## src/rtl/pss_pkg.sv

```systemverilog
`timescale 1ns/1ps
package pss_pkg;
  typedef enum logic [2:0] {
    ST_OFF    = 3'd0,
    ST_PRECHG = 3'd1,
    ST_ARM    = 3'd2,
    ST_RUN    = 3'd3,
    ST_DRAIN  = 3'd4
  } seq_state_e;
endpackage

```

## src/rtl/pss_pwm_monitor.sv

```systemverilog
`timescale 1ns/1ps
module pss_pwm_monitor #(
  parameter int PER_MIN    = 250,
  parameter int PER_MAX    = 285,
  parameter int STALL_CYC  = 520,
  parameter int VALID_RUNS = 16
) (
  input  logic clk_i,
  input  logic rst_ni,
  input  logic pwm_i,
  output logic pwm_good_o,
  output logic stall_o
);
  localparam int CW = $clog2(STALL_CYC + 1);
  localparam int RW = $clog2(VALID_RUNS + 1);

  logic [1:0]    sync_q;
  logic          last_q;
  logic [CW-1:0] per_q;
  logic [RW-1:0] run_q;
  logic          rise, in_band;

  always_ff @(posedge clk_i or negedge rst_ni) begin
    if (!rst_ni) begin
      sync_q <= '0;
      last_q <= 1'b0;
    end else begin
      sync_q <= {sync_q[0], pwm_i};
      last_q <= sync_q[1];
    end
  end

  assign rise    = sync_q[1] & ~last_q;
  assign stall_o = per_q >= CW'(STALL_CYC);
  assign in_band = (per_q >= CW'(PER_MIN)) && (per_q <= CW'(PER_MAX));

  // period counter saturates at the stall limit; starts saturated so the first edge is never legal
  always_ff @(posedge clk_i or negedge rst_ni) begin
    if (!rst_ni)       per_q <= CW'(STALL_CYC);
    else if (rise)     per_q <= CW'(1);
    else if (!stall_o) per_q <= per_q + CW'(1);
  end

  always_ff @(posedge clk_i or negedge rst_ni) begin
    if (!rst_ni) run_q <= '0;
    else if (rise) begin
      if (!in_band)                      run_q <= '0;
      else if (run_q != RW'(VALID_RUNS)) run_q <= run_q + RW'(1);
    end else if (stall_o) run_q <= '0;
  end

  assign pwm_good_o = (run_q == RW'(VALID_RUNS)) && !stall_o;
endmodule

```

## src/rtl/pss_precharge_timer.sv

```systemverilog
`timescale 1ns/1ps
module pss_precharge_timer #(
  parameter int PRECHARGE_CYC = 120000
) (
  input  logic clk_i,
  input  logic rst_ni,
  input  logic run_i,
  output logic done_o
);
  localparam int PW = $clog2(PRECHARGE_CYC + 1);

  logic [PW-1:0] cnt_q;

  always_ff @(posedge clk_i or negedge rst_ni) begin
    if (!rst_ni)     cnt_q <= '0;
    else if (!run_i) cnt_q <= '0;
    else if (!done_o) cnt_q <= cnt_q + PW'(1);
  end

  assign done_o = run_i && (cnt_q == PW'(PRECHARGE_CYC - 1));
endmodule

```

## src/rtl/pss_seq_fsm.sv

```systemverilog
`timescale 1ns/1ps
module pss_seq_fsm
  import pss_pkg::*;
#(
  parameter int DRAIN_CYC = 64
) (
  input  logic clk_i,
  input  logic rst_ni,
  input  logic gate_ok_i,
  input  logic pwr_down_i,
  input  logic mod_ready_i,
  input  logic mute_i,
  input  logic pwm_good_i,
  input  logic prechg_done_i,
  output logic prechg_run_o,
  output logic stage_rst_no,
  output logic bridge_en_o,
  output logic pwm_pass_o
);
  localparam int DW = $clog2(DRAIN_CYC + 1);

  seq_state_e    state_q, state_d;
  logic [DW-1:0] drain_q;
  logic          drain_end, supply_fail, hold_low;

  assign supply_fail = !gate_ok_i || pwr_down_i;
  assign hold_low    = !mod_ready_i || mute_i || !pwm_good_i;
  assign drain_end   = (state_q == ST_DRAIN) && (drain_q == DW'(DRAIN_CYC - 1));

  always_comb begin
    state_d = state_q;
    unique case (state_q)
      ST_OFF:    if (gate_ok_i && !pwr_down_i) state_d = ST_PRECHG;
      ST_PRECHG: if (supply_fail)   state_d = ST_DRAIN;
                 else if (prechg_done_i) state_d = ST_ARM;
      ST_ARM:    if (supply_fail)   state_d = ST_DRAIN;
                 else if (!hold_low) state_d = ST_RUN;
      ST_RUN:    if (supply_fail)   state_d = ST_DRAIN;
                 else if (hold_low) state_d = ST_ARM;
      ST_DRAIN:  if (drain_end)     state_d = ST_OFF;
      default:                      state_d = ST_OFF;
    endcase
  end

  always_ff @(posedge clk_i or negedge rst_ni) begin
    if (!rst_ni) begin
      state_q      <= ST_OFF;
      drain_q      <= '0;
      stage_rst_no <= 1'b0;
      bridge_en_o  <= 1'b0;
      pwm_pass_o   <= 1'b0;
    end else begin
      state_q      <= state_d;
      drain_q      <= (state_q == ST_DRAIN) ? drain_q + DW'(1) : '0;
      stage_rst_no <= (state_d == ST_RUN);
      bridge_en_o  <= (state_d != ST_OFF);
      // keep forwarding through drain only if it was already on
      pwm_pass_o   <= (state_d == ST_ARM) || (state_d == ST_RUN) ||
                      ((state_d == ST_DRAIN) && pwm_pass_o);
    end
  end

  assign prechg_run_o = (state_q == ST_PRECHG);
endmodule

```

## src/rtl/pss_reset_seq.sv

```systemverilog
`timescale 1ns/1ps
module pss_reset_seq #(
  parameter int PRECHARGE_CYC = 120000,
  parameter int PER_MIN       = 250,
  parameter int PER_MAX       = 285,
  parameter int STALL_CYC     = 520,
  parameter int VALID_RUNS    = 16,
  parameter int DRAIN_CYC     = 64
) (
  input  logic clk_i,
  input  logic rst_ni,
  input  logic gate_ok_i,
  input  logic pwr_down_i,
  input  logic mod_ready_i,
  input  logic mute_i,
  input  logic pwm_i,
  output logic pwm_o,
  output logic bridge_en_o,
  output logic stage_rst_no
);
  logic pwm_good, stall, pwm_pass, prechg_run, prechg_done;

  pss_pwm_monitor #(
    .PER_MIN   (PER_MIN),
    .PER_MAX   (PER_MAX),
    .STALL_CYC (STALL_CYC),
    .VALID_RUNS(VALID_RUNS)
  ) u_mon (
    .clk_i     (clk_i),
    .rst_ni    (rst_ni),
    .pwm_i     (pwm_i),
    .pwm_good_o(pwm_good),
    .stall_o   (stall)
  );

  pss_precharge_timer #(
    .PRECHARGE_CYC(PRECHARGE_CYC)
  ) u_pre (
    .clk_i (clk_i),
    .rst_ni(rst_ni),
    .run_i (prechg_run),
    .done_o(prechg_done)
  );

  pss_seq_fsm #(
    .DRAIN_CYC(DRAIN_CYC)
  ) u_fsm (
    .clk_i        (clk_i),
    .rst_ni       (rst_ni),
    .gate_ok_i    (gate_ok_i),
    .pwr_down_i   (pwr_down_i),
    .mod_ready_i  (mod_ready_i),
    .mute_i       (mute_i),
    .pwm_good_i   (pwm_good),
    .prechg_done_i(prechg_done),
    .prechg_run_o (prechg_run),
    .stage_rst_no (stage_rst_no),
    .bridge_en_o  (bridge_en_o),
    .pwm_pass_o   (pwm_pass)
  );

  assign pwm_o = pwm_i & pwm_pass;
endmodule

```

## config.mk

```make
export PLATFORM = sky130hd
export DESIGN_NAME = pss_reset_seq
export DESIGN_NICKNAME = d
export VERILOG_FILES = /design/src/rtl/pss_pkg.sv /design/src/rtl/pss_pwm_monitor.sv /design/src/rtl/pss_precharge_timer.sv /design/src/rtl/pss_seq_fsm.sv /design/src/rtl/pss_reset_seq.sv
export SDC_FILE = /design/constraint.sdc
export NUM_CORES = 1
export LEC_CHECK = 0
export CORE_MARGIN = 8
export CORE_UTILIZATION = 35
export CTS_CLUSTER_SIZE = 28
export DETAILED_ROUTE_END_ITERATION = 12
export GPL_TIMING_DRIVEN = 0
export SKIP_CTS_REPAIR_TIMING = 1
export SKIP_LAST_GASP = 1
export SYNTH_ARGS = -nofsm -noshare
export SYNTH_HDL_FRONTEND = slang
export SYNTH_SLANG_ARGS = --single-unit
```

## constraint.sdc

```tcl
create_clock -name clk_i -period 1.95 [get_ports clk_i]
set_clock_uncertainty 0.1 [all_clocks]
set_input_delay 0.39 -clock clk_i [delete_from_list [all_inputs] [get_ports clk_i]]
set_output_delay 0.39 -clock clk_i [all_outputs]
set_load 0.01 [all_outputs]
```

==> results.toml, run 1 <==
[grt]
grt_overflow = 0
grt_pass1_vias = 1877
grt_max_degree = 33
grt.total_usage = 0.108
grt_antenna_before_repair = 0
grt_pass1_wl_mm = 8.85

[critical_path]
regToRegEndpoint = "u_mon.per_q[3]$_DFFE_PN1P_"
cp-end-kind = "flop"
crit_start = "u_mon.per_q[5]$_DFFE_PN0P_"
reg2reg_from = "u_mon.per_q[5]$_DFFE_PN0P_"
arrival_ps = 2070
rrSetupSlack_ps = 20
worst_setup_path_start_kind = "flop"
crit_fanout = 4
critPathKind = "flop to flop"
r2r_cells = 4
cp.required_ps = 2090

[die]
ios = 10
die_w_microns = 99.8
core_sq_mm = 0.00679
die_h_microns = 99.8
dieArea_sq_mm = 0.00995
fp-row-count = 30
start_util = 0.361

[synth]
ys_async_sr_fraction = 1.00
ys_seq_elements = 48
netlist_instances = 244
ys_warn_count = 0
synthesis.nets = 259
synth_cell_types = 49
synth_edf_count = 0
syn_area_per_cell_sq_um = 10.1
ys.flop_type = "dfrtp_1"
synth_area_sq_mm = 0.00245
ys_seq_area_frac = 0.490

[hold_path]
worstHoldEndpoint = "u_mon.sync_q[1]$_DFF_PN0_"
min_delay_path_depth = 0
hp-start = "u_mon.sync_q[0]$_DFF_PN0_"
worstHoldPathType = "flop to flop"

[layout]
syn2layout_area_growth_pct = 16.4
nets = 283
fillers = 691
multi_input_area_sq_mm = 0.00123
n_antenna_cell = 0
seq_area_sq_mm = 0.00121
drive_above_1_share = 0.127

[cts]
cts_sinks = 48
clk_path_buf_depth = 2
clock_latency_ps = 300
cts.htree.levels = 2
cts_root_buffer = "clkbuf_8"
numCtsBuffers = 5
cts_tree = "built"
clkSlewWorstSetupHoldPaths_ps = 90

[routing]
drt_first_pass_iters = 4
vias = 1883
antenna_left = 0
wirelength_mm = 5.06
wl_per_cell_microns = 13.9
drtIter0Drc = 64
avgViaCountPerCell = 5.17
drc = 0

[sta]
min_period_ps = 1930
grt_setup_unrepaired = "true"
hold_violations = 0
slew_headroom = 0.600
post-route-period-util = 0.990
fin_ws_ps = 18.7
fmax_mhz = 518
tightestPinTransition_ps = 596
maxSlewViolCount = 0
finalSetupViolCount = 0
finalSetupTns_ps = 0
fin_hold_ws_ps = 260

[place]
dpl.hpwl_mm = 3.48
gp_congestion = 0.767
place_ws_ps = -141
portBuffers = 9

[run]
maxCapViolations = 0

[status]
outcome = "complete, no violations"

[power_and_ir_drop]
ir_worst_vdd_mv = 0.488
p_leak_nw = 1.17
p_per_area_mw_per_mm2 = 735
report_power, final:
group / leakage, nW / switching, mW / internal [mW]
combinational: 0.491 / 0.183 / 0.140
sequential: 0.642 / 0.118 / 1.09
clock: 0.0400 / 0.328 / 0.243
total: 1.17 / 0.628 / 1.47
state kept, by name, indices dropped and copies added, names as in the netlist:
name,cells
u_pre.cnt_q,17
u_mon.sync_q,2
u_mon.last_q,1
u_fsm.stage_rst_no,1
u_fsm.bridge_en_o,1
u_fsm.pwm_pass_o,1
u_mon.run_q,5
u_mon.per_q,10
u_fsm.state_q,3
u_fsm.drain_q,7
cells by family after synthesis:
| logic type | synth area share |
|---|---|
| XOR/XNOR | 0.0464 |
| AND/OR/NAND/NOR | 0.255 |
| multiplexers | 0.00816 |
| buffers and inverters | 0.0204 |
| AO/OA/AOI/OAI | 0.139 |
| adder cells (fa/ha/maj) | 0.0408 |
| flip-flops | 0.490 |
cells in the mapped netlist (all sizes together), types with 8 or more instances:
cell type | count | area, sq um
xor2 | 8 | 70.1
nand2 | 15 | 56.3
dfrtp | 46 | 1150
nand3 | 16 | 80.1
o21ai | 14 | 70.1
ha | 8 | 100
a21oi | 17 | 85.1
or3 | 13 | 86.3
nand4 | 8 | 50.1
inv | 9 | 33.8
nor2 | 24 | 90.1
layout by cell type (no fill, tap or decap), types with 5 or more instances in the layout:
cell / count
a21oi_1: 16
buf_4: 7
clkbuf_8: 5
clkdlybuf4s50_1: 7
dfrtp_1: 44
ha_1: 7
inv_1: 9
nand2_1: 15
nand3_1: 16
nand4_1: 8
nor2_1: 22
o21ai_0: 14
or3_1: 12
xnor2_1: 5
xor2_1: 8
worst max-delay path by stage:
stage                                 endpoint  cells after the start
global route        u_mon.per_q[3]$_DFFE_PN1P_                      4
floorplan           u_mon.per_q[3]$_DFFE_PN1P_                      4
detailed placement  u_pre.cnt_q[1]$_DFFE_PN0P_                      6
finish              u_mon.per_q[3]$_DFFE_PN1P_                      4
CTS                 u_pre.cnt_q[1]$_DFFE_PN0P_                      6
global placement    u_pre.cnt_q[7]$_DFFE_PN0P_                      1
per-layer routing:
metal,GRT usage,part of all wire
met2,0.164,0.44
met1,0.147,0.52
met5,0,0
met4,0.0419,0.014
met3,0.0230,0.028
stage by stage:
step | instance area, sq um | cells | utilization | total power, mW
2_1_floorplan | 2450 | 244 | - | 1.40
3_3_place_gp | 2670 | 349 | 0.392 | 1.52
3_5_place_dp | 2680 | 350 | 0.394 | 1.53
4_1_cts | 2760 | 357 | 0.406 | 2.12
5_1_grt | 2860 | 364 | 0.420 | 2.23
6_report | 2860 | 364 | 0.420 | 2.10
worst max-delay path, stage by stage (launching register included):
cell and delay, ps:
dfrtp_2 430, or3_4 400, o41a_1 470, or3_1 340
a21oi_2 130
final cells by class:
class | count | share of cell area
inverters | 9 | 0.0118
well taps | 96 | 0.0420
repair buffers | 17 | 0.0569
multi-input cells | 183 | 0.432
clock inverters | 2 | 0.00438
clock buffers | 5 | 0.0241
plain buffers | 4 | 0.00657
flip-flops and latches | 48 | 0.422
Note: power is estimated with default switching activity, not from simulation.
==> run 2: changes to the inputs <==
CTS_CLUSTER_SIZE = 20   (was 28)
==> results of run 2 <==
Final layout, timing and power as in run 1 (identical DEF).
==> run 3: changes to the inputs <==
CELL_PAD_IN_SITES_DETAIL_PLACEMENT = 1   (was not set)
CELL_PAD_IN_SITES_GLOBAL_PLACEMENT = 1   (was not set)
PLACE_DENSITY_LB_ADDON = 0.1   (was not set)
==> results.toml, run 3 (synthesis gave the netlist of run 1 again) <==
[sta]
tightestPinTransition_ps = 599
finalSetupViolCount = 0
post-route-period-util = 0.990
min_period_ps = 1930
maxSlewViolCount = 0
fmax_mhz = 518
slew_headroom = 0.601
grt_setup_unrepaired = "true"
fin_hold_ws_ps = -24.3
finalSetupTns_ps = 0
hold_violations = 24

[die]
dieArea_sq_mm = 0.00995
die_w_microns = 99.8
start_util = 0.361
ios = 10
core_sq_mm = 0.00679
fp-row-count = 30
die_h_microns = 99.8

[power_and_ir_drop]
p_leak_nw = 1.19
sequentialPowerShare = 0.553
internal-power_mw = 1.53
combinationalPowerShare = 0.161
p_per_area_mw_per_mm2 = 760
switching_share = 0.303
p_sw_uw = 666
clockPowerShare = 0.286
power.total_mw = 2.20
ir_worst_vdd_mv = 0.366

[place]
portBuffers = 9
dpl.hpwl_mm = 3.89
gp_congestion = 0.753
postPlaceCellArea_sq_mm = 0.00268

[routing]
avgViaCountPerCell = 5.28
drtIter0Drc = 36
wl_per_cell_microns = 15.6
vias = 1933
drt_first_pass_iters = 4
drc = 0
antenna_left = 0
wirelength_mm = 5.71

[run]
maxCapViolations = 0

[critical_path]
arrival_ps = 2070
rrSetupSlack_ps = 20
worstPathCellList = "or3_4 > o41a_1 > or3_4 > a21oi_2"
regToRegEndpoint = "u_mon.per_q[2]$_DFFE_PN0P_"
cp-end-kind = "flop"
r2r_cells = 4
crit_fanout = 4
worst_setup_path_start_kind = "flop"
reg2reg_from = "u_mon.per_q[7]$_DFFE_PN0P_"
cpMostUsedCell = "or3_4"
critPathKind = "flop to flop"
slowest_stage = "or3_4"
crit_path_max_incr_delay_ps = 430
cp.required_ps = 2090

[layout]
largest_reg_flops = 17
fillers = 756
final_util = 0.426
top_regs = "u_pre.cnt_q (17), u_mon.per_q (10), u_fsm.drain_q (7)"
drive_above_1_share = 0.122
n_antenna_cell = 0
syn2layout_area_growth_pct = 17.9
stdcell_area_sq_mm = 0.00290
layout_common_cells = "45 x dfrtp_1, 24 x nor2_1, 16 x nand3_1, 16 x a21oi_1, 15 x nand2_1"
final_common_cell = "dfrtp_1"
nets = 284
regMostFlops = "u_pre.cnt_q"

[cts]
cts_tree = "built"
cts_root_buffer = "clkbuf_8"
clkSlewWorstSetupHoldPaths_ps = 90
clock_latency_ps = 310
cts.htree.levels = 2
cts_sinks = 48
clk_path_buf_depth = 2
numCtsBuffers = 5

[grt]
grt_overflow = 0
grt.total_usage = 0.122
grt_pass1_vias = 2079
grt_pass1_wl_mm = 9.95
grt_max_degree = 26
grt_antenna_before_repair = 0

[hold_path]
worstHoldPathType = "input port to async pin"

[status]
violations = "negative hold slack"
outcome = "complete, but fails checks"
-- run 3: final cells by class --
| cell class | instances | area, sq um | share of cell area |
|---|---|---|---|
| inverters | 9 | 33.8 | 0.0117 |
| multi-input cells | 183 | 1260 | 0.435 |
| clock buffers | 8 | 90.1 | 0.0311 |
| plain buffers | 4 | 18.8 | 0.00648 |
| repair buffers | 18 | 168 | 0.0579 |
| flip-flops and latches | 48 | 1200 | 0.416 |
| well taps | 96 | 120 | 0.0415 |
-- run 3: how the worst max path moves through the flow --
stage                                          start                         end  slack [ps]  cells after the start
after CTS                 u_pre.cnt_q[0]$_DFFE_PN0P_  u_pre.cnt_q[1]$_DFFE_PN0P_        -160                      6
after floorplan           u_mon.per_q[7]$_DFFE_PN0P_  u_mon.per_q[3]$_DFFE_PN1P_         140                      4
after global placement                        rst_ni  u_pre.cnt_q[1]$_DFFE_PN0P_       -1140                      1
after global routing      u_mon.per_q[7]$_DFFE_PN0P_  u_mon.per_q[3]$_DFFE_PN1P_         -70                      4
after detailed placement  u_pre.cnt_q[0]$_DFFE_PN0P_  u_pre.cnt_q[1]$_DFFE_PN0P_        -140                      6
final                     u_mon.per_q[7]$_DFFE_PN0P_  u_mon.per_q[2]$_DFFE_PN0P_          20                      4
-- run 3: per-layer routing --
layer,track usage,share of wire
met4,0.0419,0.013
met1,0.153,0.48
met3,0.0251,0.021
met5,0,0
met2,0.201,0.49
-- run 3: metrics by stage --
step / setup slack [ps] / instances
after floorplan: 139 / 244
after global placement: -1140 / 349
after detailed placement: -140 / 350
after CTS: -163 / 358
after global routing: -66.8 / 366
final: 20.5 / 366
-- run 3: power groups by stage --
stage	registers [mW]	clock network [mW]	logic [mW]
after floorplan	1.20	0	0.196
after global placement	1.22	0	0.308
after detailed placement	1.23	0	0.317
after CTS	1.21	0.659	0.316
after global routing	1.24	0.683	0.409
final	1.22	0.628	0.355
-- run 3: worst max-delay path, delay by kind of cell, from the launching register on --
| kind | cells | cell delay [ps] |
|---|---|---|
| AO/OA/AOI/OAI | 2 | 510 |
| AND/OR/NAND/NOR | 2 | 820 |
| flip-flops | 1 | 420 |
